## src/rtl/coh_pkg.sv

```systemverilog
package coh_pkg;

    typedef enum logic [2:0] {
        ST_I = 3'd0,
        ST_S = 3'd1,
        ST_E = 3'd2,
        ST_O = 3'd3,
        ST_M = 3'd4
    } line_state_e;

    typedef enum logic [1:0] {
        OP_NONE = 2'd0,
        OP_RD   = 2'd1,
        OP_RDX  = 2'd2,
        OP_UPG  = 2'd3
    } bus_op_e;

    typedef enum logic [1:0] {
        PROTO_MSI   = 2'd0,
        PROTO_MESI  = 2'd1,
        PROTO_MOESI = 2'd2
    } proto_e;

    typedef struct packed {
        bus_op_e     op;
        logic        hit;
        line_state_e nxt;
    } proc_res_t;

    typedef struct packed {
        logic        flush;
        logic        flush_opt;
        logic        mem_upd;
        logic        shared;
        line_state_e nxt;
    } snoop_res_t;

    function automatic logic is_dirty(line_state_e st);
        return (st == ST_M) || (st == ST_O);
    endfunction

    function automatic logic is_valid(line_state_e st);
        return st != ST_I;
    endfunction

endpackage

```

## src/rtl/coh_tag_array.sv

```systemverilog
module coh_tag_array
    import coh_pkg::*;
#(
    parameter int     NLINES = 4,
    parameter int     TAG_W  = 2,
    parameter proto_e PROTO  = PROTO_MOESI,
    localparam int    IDX_W  = $clog2(NLINES)
) (
    input  logic              clk,
    input  logic              rst,
    input  logic [IDX_W-1:0]  a_idx,
    output line_state_e       a_st,
    output logic [TAG_W-1:0]  a_tag,
    input  logic [IDX_W-1:0]  b_idx,
    output line_state_e       b_st,
    output logic [TAG_W-1:0]  b_tag,
    input  logic              we,
    input  logic [IDX_W-1:0]  w_idx,
    input  line_state_e       w_st,
    input  logic [TAG_W-1:0]  w_tag
);

    line_state_e      st_q  [NLINES];
    logic [TAG_W-1:0] tag_q [NLINES];

    always_ff @(posedge clk) begin
        if (rst) begin
            for (int i = 0; i < NLINES; i++) begin
                st_q[i]  <= ST_I;
                tag_q[i] <= '0;
            end
        end else if (we) begin
            st_q[w_idx]  <= w_st;
            tag_q[w_idx] <= w_tag;
        end
    end

    assign a_st  = st_q[a_idx];
    assign a_tag = tag_q[a_idx];
    assign b_st  = st_q[b_idx];
    assign b_tag = tag_q[b_idx];

    for (genvar g = 0; g < NLINES; g++) begin : g_line_chk
        // reduced protocols never hold the states they lack
        assert_mode_states_R13: assert property (@(posedge clk) disable iff (rst)
            !(((PROTO != PROTO_MOESI) && (st_q[g] == ST_O)) ||
              ((PROTO == PROTO_MSI) && (st_q[g] == ST_E))))
            else $error("R13: illegal state %0d in line %0d", st_q[g], g);
    end

endmodule

```

## src/rtl/coh_proc_ctrl.sv

```systemverilog
module coh_proc_ctrl
    import coh_pkg::*;
#(
    parameter proto_e PROTO = PROTO_MOESI
) (
    input  line_state_e cur,
    input  logic        is_write,
    input  logic        shared_in,
    output proc_res_t   res
);

    line_state_e fill_st;

    if (PROTO == PROTO_MSI) begin : g_no_excl
        assign fill_st = ST_S;
    end else begin : g_excl
        assign fill_st = shared_in ? ST_S : ST_E;
    end

    always_comb begin
        res.op  = OP_NONE;
        res.hit = is_valid(cur);
        res.nxt = cur;
        if (is_write) begin
            res.nxt = ST_M;
            case (cur)
                ST_I:       res.op = OP_RDX;
                ST_S, ST_O: res.op = OP_UPG;
                default:    res.op = OP_NONE;
            endcase
        end else if (cur == ST_I) begin
            res.op  = OP_RD;
            res.nxt = fill_st;
        end
    end

endmodule

```

## src/rtl/coh_snoop_ctrl.sv

```systemverilog
module coh_snoop_ctrl
    import coh_pkg::*;
#(
    parameter proto_e PROTO = PROTO_MOESI
) (
    input  logic        valid,
    input  bus_op_e     op,
    input  line_state_e cur,
    output snoop_res_t  res
);

    line_state_e dirty_rd_nxt;
    logic        dirty_rd_mem;

    if (PROTO == PROTO_MOESI) begin : g_owned
        assign dirty_rd_nxt = ST_O;
        assign dirty_rd_mem = 1'b0;
    end else begin : g_clean_share
        assign dirty_rd_nxt = ST_S;
        assign dirty_rd_mem = 1'b1;
    end

    always_comb begin
        res.flush     = 1'b0;
        res.flush_opt = 1'b0;
        res.mem_upd   = 1'b0;
        res.shared    = 1'b0;
        res.nxt       = cur;
        if (valid && is_valid(cur)) begin
            case (op)
                OP_RD: begin
                    res.shared = 1'b1;
                    case (cur)
                        ST_M: begin
                            res.flush   = 1'b1;
                            res.nxt     = dirty_rd_nxt;
                            res.mem_upd = dirty_rd_mem;
                        end
                        ST_O: res.flush = 1'b1;
                        ST_E: begin
                            res.flush_opt = 1'b1;
                            res.nxt       = ST_S;
                        end
                        default: res.nxt = cur;
                    endcase
                end
                OP_RDX: begin
                    res.flush     = is_dirty(cur);
                    res.flush_opt = (cur == ST_E);
                    res.nxt       = ST_I;
                end
                OP_UPG:  res.nxt = ST_I;
                default: res.nxt = cur;
            endcase
        end
    end

endmodule

```

## src/rtl/moesi_line_ctrl.sv

```systemverilog
module moesi_line_ctrl
    import coh_pkg::*;
#(
    parameter int     NLINES = 4,
    parameter int     TAG_W  = 2,
    parameter proto_e PROTO  = PROTO_MOESI,
    localparam int    IDX_W  = $clog2(NLINES),
    localparam int    ADDR_W = TAG_W + IDX_W
) (
    input  logic              clk,
    input  logic              rst,
    input  logic              cpu_valid,
    input  logic              cpu_write,
    input  logic [ADDR_W-1:0] cpu_addr,
    output logic              cpu_ready,
    output logic              cpu_hit,
    output logic [2:0]        cpu_line_state,
    output logic [1:0]        bus_op,
    input  logic              bus_shared_in,
    output logic              wb_valid,
    output logic [TAG_W-1:0]  wb_tag,
    input  logic              snoop_valid,
    input  logic [1:0]        snoop_op,
    input  logic [ADDR_W-1:0] snoop_addr,
    output logic              snoop_flush,
    output logic              snoop_flush_opt,
    output logic              snoop_mem_update,
    output logic              snoop_shared_out
);

    logic [IDX_W-1:0] cpu_idx, snp_idx, w_idx;
    logic [TAG_W-1:0] cpu_tag, snp_tag, a_tag, b_tag, w_tag;
    line_state_e      a_st, b_st, cpu_cur, snp_cur, w_st;
    logic             cpu_go, we;
    proc_res_t        pres;
    snoop_res_t       sres;

    assign cpu_idx = cpu_addr[IDX_W-1:0];
    assign cpu_tag = cpu_addr[ADDR_W-1:IDX_W];
    assign snp_idx = snoop_addr[IDX_W-1:0];
    assign snp_tag = snoop_addr[ADDR_W-1:IDX_W];

    coh_tag_array #(.NLINES(NLINES), .TAG_W(TAG_W), .PROTO(PROTO)) u_array (
        .clk   (clk),
        .rst   (rst),
        .a_idx (cpu_idx),
        .a_st  (a_st),
        .a_tag (a_tag),
        .b_idx (snp_idx),
        .b_st  (b_st),
        .b_tag (b_tag),
        .we    (we),
        .w_idx (w_idx),
        .w_st  (w_st),
        .w_tag (w_tag)
    );

    assign cpu_cur = (a_tag == cpu_tag) ? a_st : ST_I;
    assign snp_cur = (b_tag == snp_tag) ? b_st : ST_I;

    coh_proc_ctrl #(.PROTO(PROTO)) u_proc (
        .cur       (cpu_cur),
        .is_write  (cpu_write),
        .shared_in (bus_shared_in),
        .res       (pres)
    );

    coh_snoop_ctrl #(.PROTO(PROTO)) u_snoop (
        .valid (snoop_valid),
        .op    (bus_op_e'(snoop_op)),
        .cur   (snp_cur),
        .res   (sres)
    );

    // snoops own the bus cycle; the processor waits
    assign cpu_ready      = !snoop_valid;
    assign cpu_go         = cpu_valid && cpu_ready;
    assign cpu_hit        = cpu_go && pres.hit;
    assign bus_op         = cpu_go ? pres.op : OP_NONE;
    assign cpu_line_state = cpu_cur;
    assign wb_valid       = cpu_go && (a_tag != cpu_tag) && is_dirty(a_st);
    assign wb_tag         = a_tag;

    assign snoop_flush      = sres.flush;
    assign snoop_flush_opt  = sres.flush_opt;
    assign snoop_mem_update = sres.mem_upd;
    assign snoop_shared_out = sres.shared;

    always_comb begin
        we    = 1'b0;
        w_idx = cpu_idx;
        w_st  = pres.nxt;
        w_tag = cpu_tag;
        if (snoop_valid) begin
            if (is_valid(snp_cur)) begin
                we    = 1'b1;
                w_idx = snp_idx;
                w_st  = sres.nxt;
                w_tag = b_tag;
            end
        end else if (cpu_valid) begin
            we = 1'b1;
        end
    end

    // a colliding snoop blocks the processor request entirely
    assert_cpu_stall_R12: assert property (@(posedge clk) disable iff (rst)
        snoop_valid |-> (!cpu_ready && !cpu_hit && (bus_op == OP_NONE) && !wb_valid))
        else $error("R12: processor acted during snoop");

    // an accepted write leaves the line in M on the following cycle
    assert_write_to_m_R4: assert property (@(posedge clk) disable iff (rst)
        (cpu_go && cpu_write) ##1 (cpu_addr == $past(cpu_addr)) |-> (cpu_cur == ST_M))
        else $error("R4: line not M after write");

    // a read hit uses no bus and evicts nothing
    assert_hit_quiet_R3: assert property (@(posedge clk) disable iff (rst)
        (cpu_hit && !cpu_write) |-> ((bus_op == OP_NONE) && !wb_valid))
        else $error("R3: read hit touched the bus");

    // absent lines give no snoop response
    assert_snoop_ignore_R9: assert property (@(posedge clk) disable iff (rst)
        (snoop_valid && (snp_cur == ST_I)) |->
        !(snoop_flush || snoop_flush_opt || snoop_mem_update || snoop_shared_out))
        else $error("R9: response from an absent line");

    // data supply comes from one source only
    assert_flush_excl_R7: assert property (@(posedge clk) disable iff (rst)
        !(snoop_flush && snoop_flush_opt))
        else $error("R7: flush and flush-optional together");

    // invalidating snoops leave the line invalid
    assert_snoop_inval_R8: assert property (@(posedge clk) disable iff (rst)
        (snoop_valid && (snoop_op != OP_RD) && (snoop_op != OP_NONE)) ##1
        (snoop_addr == $past(snoop_addr)) |-> (snp_cur == ST_I))
        else $error("R8: line survived an invalidating snoop");

endmodule

```

## config.mk

```make
export PLATFORM = sky130hd
export DESIGN_NAME = moesi_line_ctrl
export DESIGN_NICKNAME = d
export VERILOG_FILES = /design/src/rtl/coh_pkg.sv /design/src/rtl/coh_tag_array.sv /design/src/rtl/coh_proc_ctrl.sv /design/src/rtl/coh_snoop_ctrl.sv /design/src/rtl/moesi_line_ctrl.sv
export SDC_FILE = /design/constraint.sdc
export NUM_CORES = 1
export LEC_CHECK = 0
export BUFFER_PORTS_ARGS = -buffer_cell sky130_fd_sc_hd__buf_2
export CORE_MARGIN = 5
export CORE_UTILIZATION = 50
export DETAILED_ROUTE_END_ITERATION = 6
export PLACE_DENSITY_LB_ADDON = 0.25
export SLEW_MARGIN = 10
export SYNTH_ARGS = -nofsm -noshare
export SYNTH_HDL_FRONTEND = slang
export SYNTH_SLANG_ARGS = --single-unit
```

## constraint.sdc

```tcl
create_clock -name clk -period 2.4 [get_ports clk]
set_clock_uncertainty 0.05 [all_clocks]
set_input_delay 0.12 -clock clk [delete_from_list [all_inputs] [get_ports clk]]
set_output_delay 0.12 -clock clk [all_outputs]
set_load 0.02 [all_outputs]
```

Word-level counts from Yosys, hierarchy flattened --
Memories as Yosys holds them, arrays and structs flattened. Cells that the tools add are included.
Storage, ports and cells: memories kept 2, bits of input ports 16, flip-flop bits (word level) 0, output and inout port bits 14, RAM bits 20, word-level logic and storage cells 67
Memory list:
- u_array.st_q | depth 4, width 3, read ports 2, clocked after Yosys merged registers in 0, wr ports 4, line coh_tag_array.sv:23 | line_state_e st_q [NLINES];
- u_array.tag_q | depth 4, width 2, read ports 2, clocked after Yosys merged registers in 0, wr ports 4, line coh_tag_array.sv:24 | logic [TAG_W-1:0] tag_q [NLINES];
Operators by class: mux-type cells 36, reduce and logical (&&, ||, !) cells 16, equal/unequal tests 13
Operators with widths (number):
- $mux 3 | 7
- $mux 2 | 10
- $mux 1 | 14
- $eq 3x2->1 const B | 4
- $pmux 3 s2 | 2
- $pmux 2 s2 | 2
- $reduce_or 2->1 | 4
- $mux 7 | 1
- $eq 3x3->1 const B | 2
- $reduce_bool 3->1 | 2
- $logic_and 1x1->1 | 5
- $eq 2x2->1 | 2
- $eq 2x2->1 const B | 2
- $eq 3x1->1 const B | 1
- $logic_not 3->1 | 1
- $reduce_or 3->1 | 1
- $eq 2x1->1 const B | 1
- $logic_or 1x1->1 | 2
- $ne 2x2->1 | 1
- $logic_not 1->1 | 1

Depth between registers and ports, before layout --
An unclocked memory read counts as a cell.
word-level depth 11, mapped depth 6

Cells and area by module --
Synthesis repeated with hierarchy kept, for this count alone.
Second synthesis, totals: cells, all modules 132, area total of the unflattened synthesis 1557.7 um^2
By module, submodules not included:
- coh_tag_array | cells an instance 63, seq. area each 600.6 um^2, instances 1, area each 1072.3 um^2
- moesi_line_ctrl | cells an instance 31, seq. area each 0.0 um^2, instances 1, area each 245.2 um^2
- coh_snoop_ctrl | cells an instance 27, seq. area each 0.0 um^2, instances 1, area each 172.7 um^2
- coh_proc_ctrl | cells an instance 11, seq. area each 0.0 um^2, instances 1, area each 67.6 um^2

Worst setup path after synthesis --
Ideal clock, no wire load.
path type reg-to-output, start point mem u_array.tag_q[3][0], end point out snoop_flush_opt, required time 2.230 ns, stages on the path, launching flop included 5, arrival 2.202 ns, path slack 0.028 ns, cell sequence edfxtp_1 mux4_2 xor2_1 or3_1 nor4_1
RTL lines:
- from (decl) | line coh_tag_array.sv:24
- to (decl) | line moesi_line_ctrl.sv:26 | output logic snoop_flush_opt,

==> results.sh <==
export IMPL_finalSetupTns_ps=-544
export IMPL_setup_viol=11
export IMPL_postCtsHoldBufs=0
export IMPL_dr_pass1_iters=4
export IMPL_dieHeight_um=65.9
export IMPL_crit_chain="mux4_2, xor2_4, buf_6, buf_6, a2111oi_4, buf_4, a22oi_2, nor3_2"
export IMPL_cp_max_fo=4
export IMPL_grt_usage_pct=21.7
export IMPL_antenna_found_initial=0
export IMPL_rr_worst_depth=8
export IMPL_status="complete, but fails checks"
export IMPL_antenna_cells=0
export IMPL_vias_per_cell=6.00
export IMPL_portBuffers=28
export IMPL_drive_gt1_share_pct=52.2
export IMPL_hpwlAfterDp_um=3260
export IMPL_clockBufferDepth=2
export IMPL_slowest_delay_ps=580
export IMPL_relSlewSlack_pct=61.8
export IMPL_crit_cells=8
export IMPL_worstPathRequired_ps=2510
export IMPL_p_seq_share_pct=41.8
export IMPL_finalCriticalPeriod_ps=2490
export IMPL_yosys_cell_types_count=42
export IMPL_cts_tree="built"
export IMPL_ys_ff_latch=20
export IMPL_critPathKind="flop to flop"
export IMPL_clock_insertion_delay_worst_skew_ps=300
export IMPL_drc=0
export IMPL_cts_sinks=20
export IMPL_nets=227
export IMPL_detail_route_wl_per_cell_um=18.9
export IMPL_io_pins=30
export IMPL_slew_violations=0
export IMPL_syn_to_final_growth_pct=41.6
export IMPL_place_gp_congestion=0.881
export IMPL_vias=1505
export IMPL_worst_slack_ps=-87.2
export IMPL_ir_drop_mv=0.311
export IMPL_fp_dieArea_um2=4340
export IMPL_slowest_stage="mux4_2"
export IMPL_rsz0062_at_grt="yes"
export IMPL_synth_edf_count=20
export IMPL_p_switching_mw=0.343
export IMPL_synthFlopType="edfxtp_1"
export IMPL_clock_root_buffer="clkbuf_4"
export IMPL_p_comb_share_pct=41.5
export IMPL_drtAntennaViolNets=0
export IMPL_path_delay_family="multiplexers"
export IMPL_cp_end_kind="flop"
export IMPL_syn_area_per_cell_um2=10.5
export IMPL_grt_pass1_vias=1458
export IMPL_clkPwrFrac_pct=16.7
export IMPL_routed_wl_um=4750
export IMPL_max_freq_mhz=402
export IMPL_initial_utilization_pct=51.5
export IMPL_grt_pass1_wl_um=6930
export IMPL_die_x_um=65.9
export IMPL_num_rows=20
export IMPL_drtIter0Drc=136
export IMPL_hold_violations=0
export IMPL_gr_total_overflow=0
export IMPL_total_leakage_power_nw=0.869
export IMPL_grt_max_degree=17
export IMPL_clk_pin_slew_ps=110
export IMPL_switching_share_pct=34.5
export IMPL_critPathArrivalTime_ps=2600
export IMPL_async_flop_share_pct=0
export IMPL_ys_warn_count=0
export IMPL_drv_cap=0
export IMPL_cts_buffers_inserted=3
export IMPL_postSynthCellCount=148
export IMPL_cp_num_buf_inv=3
export IMPL_h_tree_depth=1
export IMPL_worstHoldPathCells=2
export IMPL_fin_crit_sh_pct=104
export IMPL_core_um2=3030
export IMPL_hold_ws_ps=217
export IMPL_crit_top_cell="buf_6"
export IMPL_power_internal_mw=0.650
export IMPL_crit_path_start_kind="flop"
export IMPL_syn_cell_area_um2=1560
export IMPL_violations="negative setup slack"
export IMPL_worst_pin_slew_ps=564
export IMPL_yosysSeqAreaShare_pct=38.5
export IMPL_synth_nets=167
export IMPL_min_path_type="primary input to flop"
export IMPL_p_per_area_nw_per_um2=449
## cell type report
cell class                 count  area, um^2
multi-input combinational    113        1070
fill                         211         818
sequential                    20         601
timing repair buffer          62         424
tap                           44        55.1
inverter                       8        30.0
clock buffer                   3        22.5
clock inverter                 1        3.75
## layout by cell type (no fill, tap or decap), drive strengths merged
cell,netlist,layout
o22ai,1,1
a32oi,3,3
a211oi,2,2
inv,8,8
nor3,21,21
clkinv,0,1
o21a,1,1
a22oi,2,2
mux2,1,1
xor2,4,4
or3,1,1
nand2,8,8
nand2b,3,3
a31oi,2,2
o311ai,1,1
o21bai,2,2
edfxtp,20,20
nor2b,1,1
xnor2,3,3
or4,1,1
nor2,18,18
o211ai,1,1
or2,1,1
nor4,4,4
o22a,1,1
ha,3,3
o31a,2,2
o21ai,2,2
conb,1,1
a2111oi,1,1
a21oi,5,5
mux4,10,10
a21o,1,1
and3,2,2
mux2i,4,4
clkbuf,3,3
buf,4,62
## final timing paths
check	start	endpoint	slack, ps
worst min register to register	u_array.tag_q[0][0]	u_array.tag_q[3][0]	950
worst min-delay path	rst	u_array.st_q[3][2]	220
worst max-delay path	u_array.tag_q[3][0]	u_array.st_q[0][1]	-90
worst max register to register	u_array.tag_q[3][0]	u_array.st_q[0][1]	-90
## kinds of logic (layout without fill, tap and decap cells)
logic type | count (synthesis) | in the layout | synth area share, %
XOR/XNOR | 7 | 7 | 3.93
adder cells (fa/ha/maj) | 3 | 3 | 2.41
other | 1 | 1 | 0.240
buffers and inverters | 15 | 74 | 4.41
multiplexers | 15 | 15 | 17.7
AND/OR/NAND/NOR | 60 | 60 | 19.8
AO/OA/AOI/OAI | 27 | 27 | 13.0
flip-flops | 20 | 20 | 38.5
## metrics by stage
stage                     util (%)  setup WS [ps]  instances  power (mW)  cell area [um^2]
after global placement        61.7           44.1        233       0.724              1870
after floorplan                  -           28.4        148       0.621              1560
after detailed placement      61.7          -18.5        233       0.732              1870
after CTS                     66.9           -112        242       0.934              2030
final                         73.0          -87.2        251       0.993              2210
after global routing          73.0           -190        251        1.04              2210
## worst reg2reg max path, delay by kind of cell (launching register included)
kind | cells | cell delay, ps
xor gates and xnor gates | 1 | 210
buffers and inverters | 3 | 430
muxes | 1 | 580
and+or+nand+nor | 1 | 200
DFF | 1 | 410
AOI/OAI and AO/OA | 2 | 470
## cell usage after synthesis (2+ instances only)
master,instances,share of area [%]
o31a_1,2,1.1
nor2_1,18,4.3
nor4_1,3,1.2
xnor2_1,3,1.7
xor2_1,4,2.2
mux4_2,10,14
edfxtp_1,20,38
o21ai_0,2,0.64
mux2i_1,4,2.6
nor3_1,20,6.4
a32oi_1,3,1.7
o21bai_1,2,0.96
nand2b_1,3,1.2
a211oi_1,2,0.96
and3_1,2,0.80
a21oi_1,5,1.6
ha_1,3,2.4
nand2_1,8,1.9
inv_1,8,1.9
a31oi_1,2,0.80
clkbuf_1,3,0.72
## layer usage
layer  GRT usage, %  share of wire [%]  up-vias
met5              0                  0        -
met4           10.6                4.0        0
met3           2.04                7.0       20
met2           39.0                 50       79
met1           25.5                 39      718
li1               -                  -      688
## flip-flops by register name, summed over array words and instances, names as in the netlist
signal	flops
u_array.tag_q	8
u_array.st_q	12
## repair_timing
| action | 4_1_cts | 5_1_grt |
|---|---|---|
| setup endpoints to repair | 14 | 43 |
| gates resized for setup | 17 | 24 |
| buffers inserted | 5 | 10 |
| endpoints found under the hold margin | 0 | 0 |
| pin swaps | 10 | 14 |
## power groups by stage
stage	Combinational [mW]	Clock [mW]	Sequential [mW]
after global routing	0.440	0.180	0.417
after floorplan	0.203	0	0.418
final	0.412	0.166	0.415
after global placement	0.304	0	0.420
after detailed placement	0.310	0	0.423
after CTS	0.352	0.167	0.415
Power figures use the tool's default switching activity.
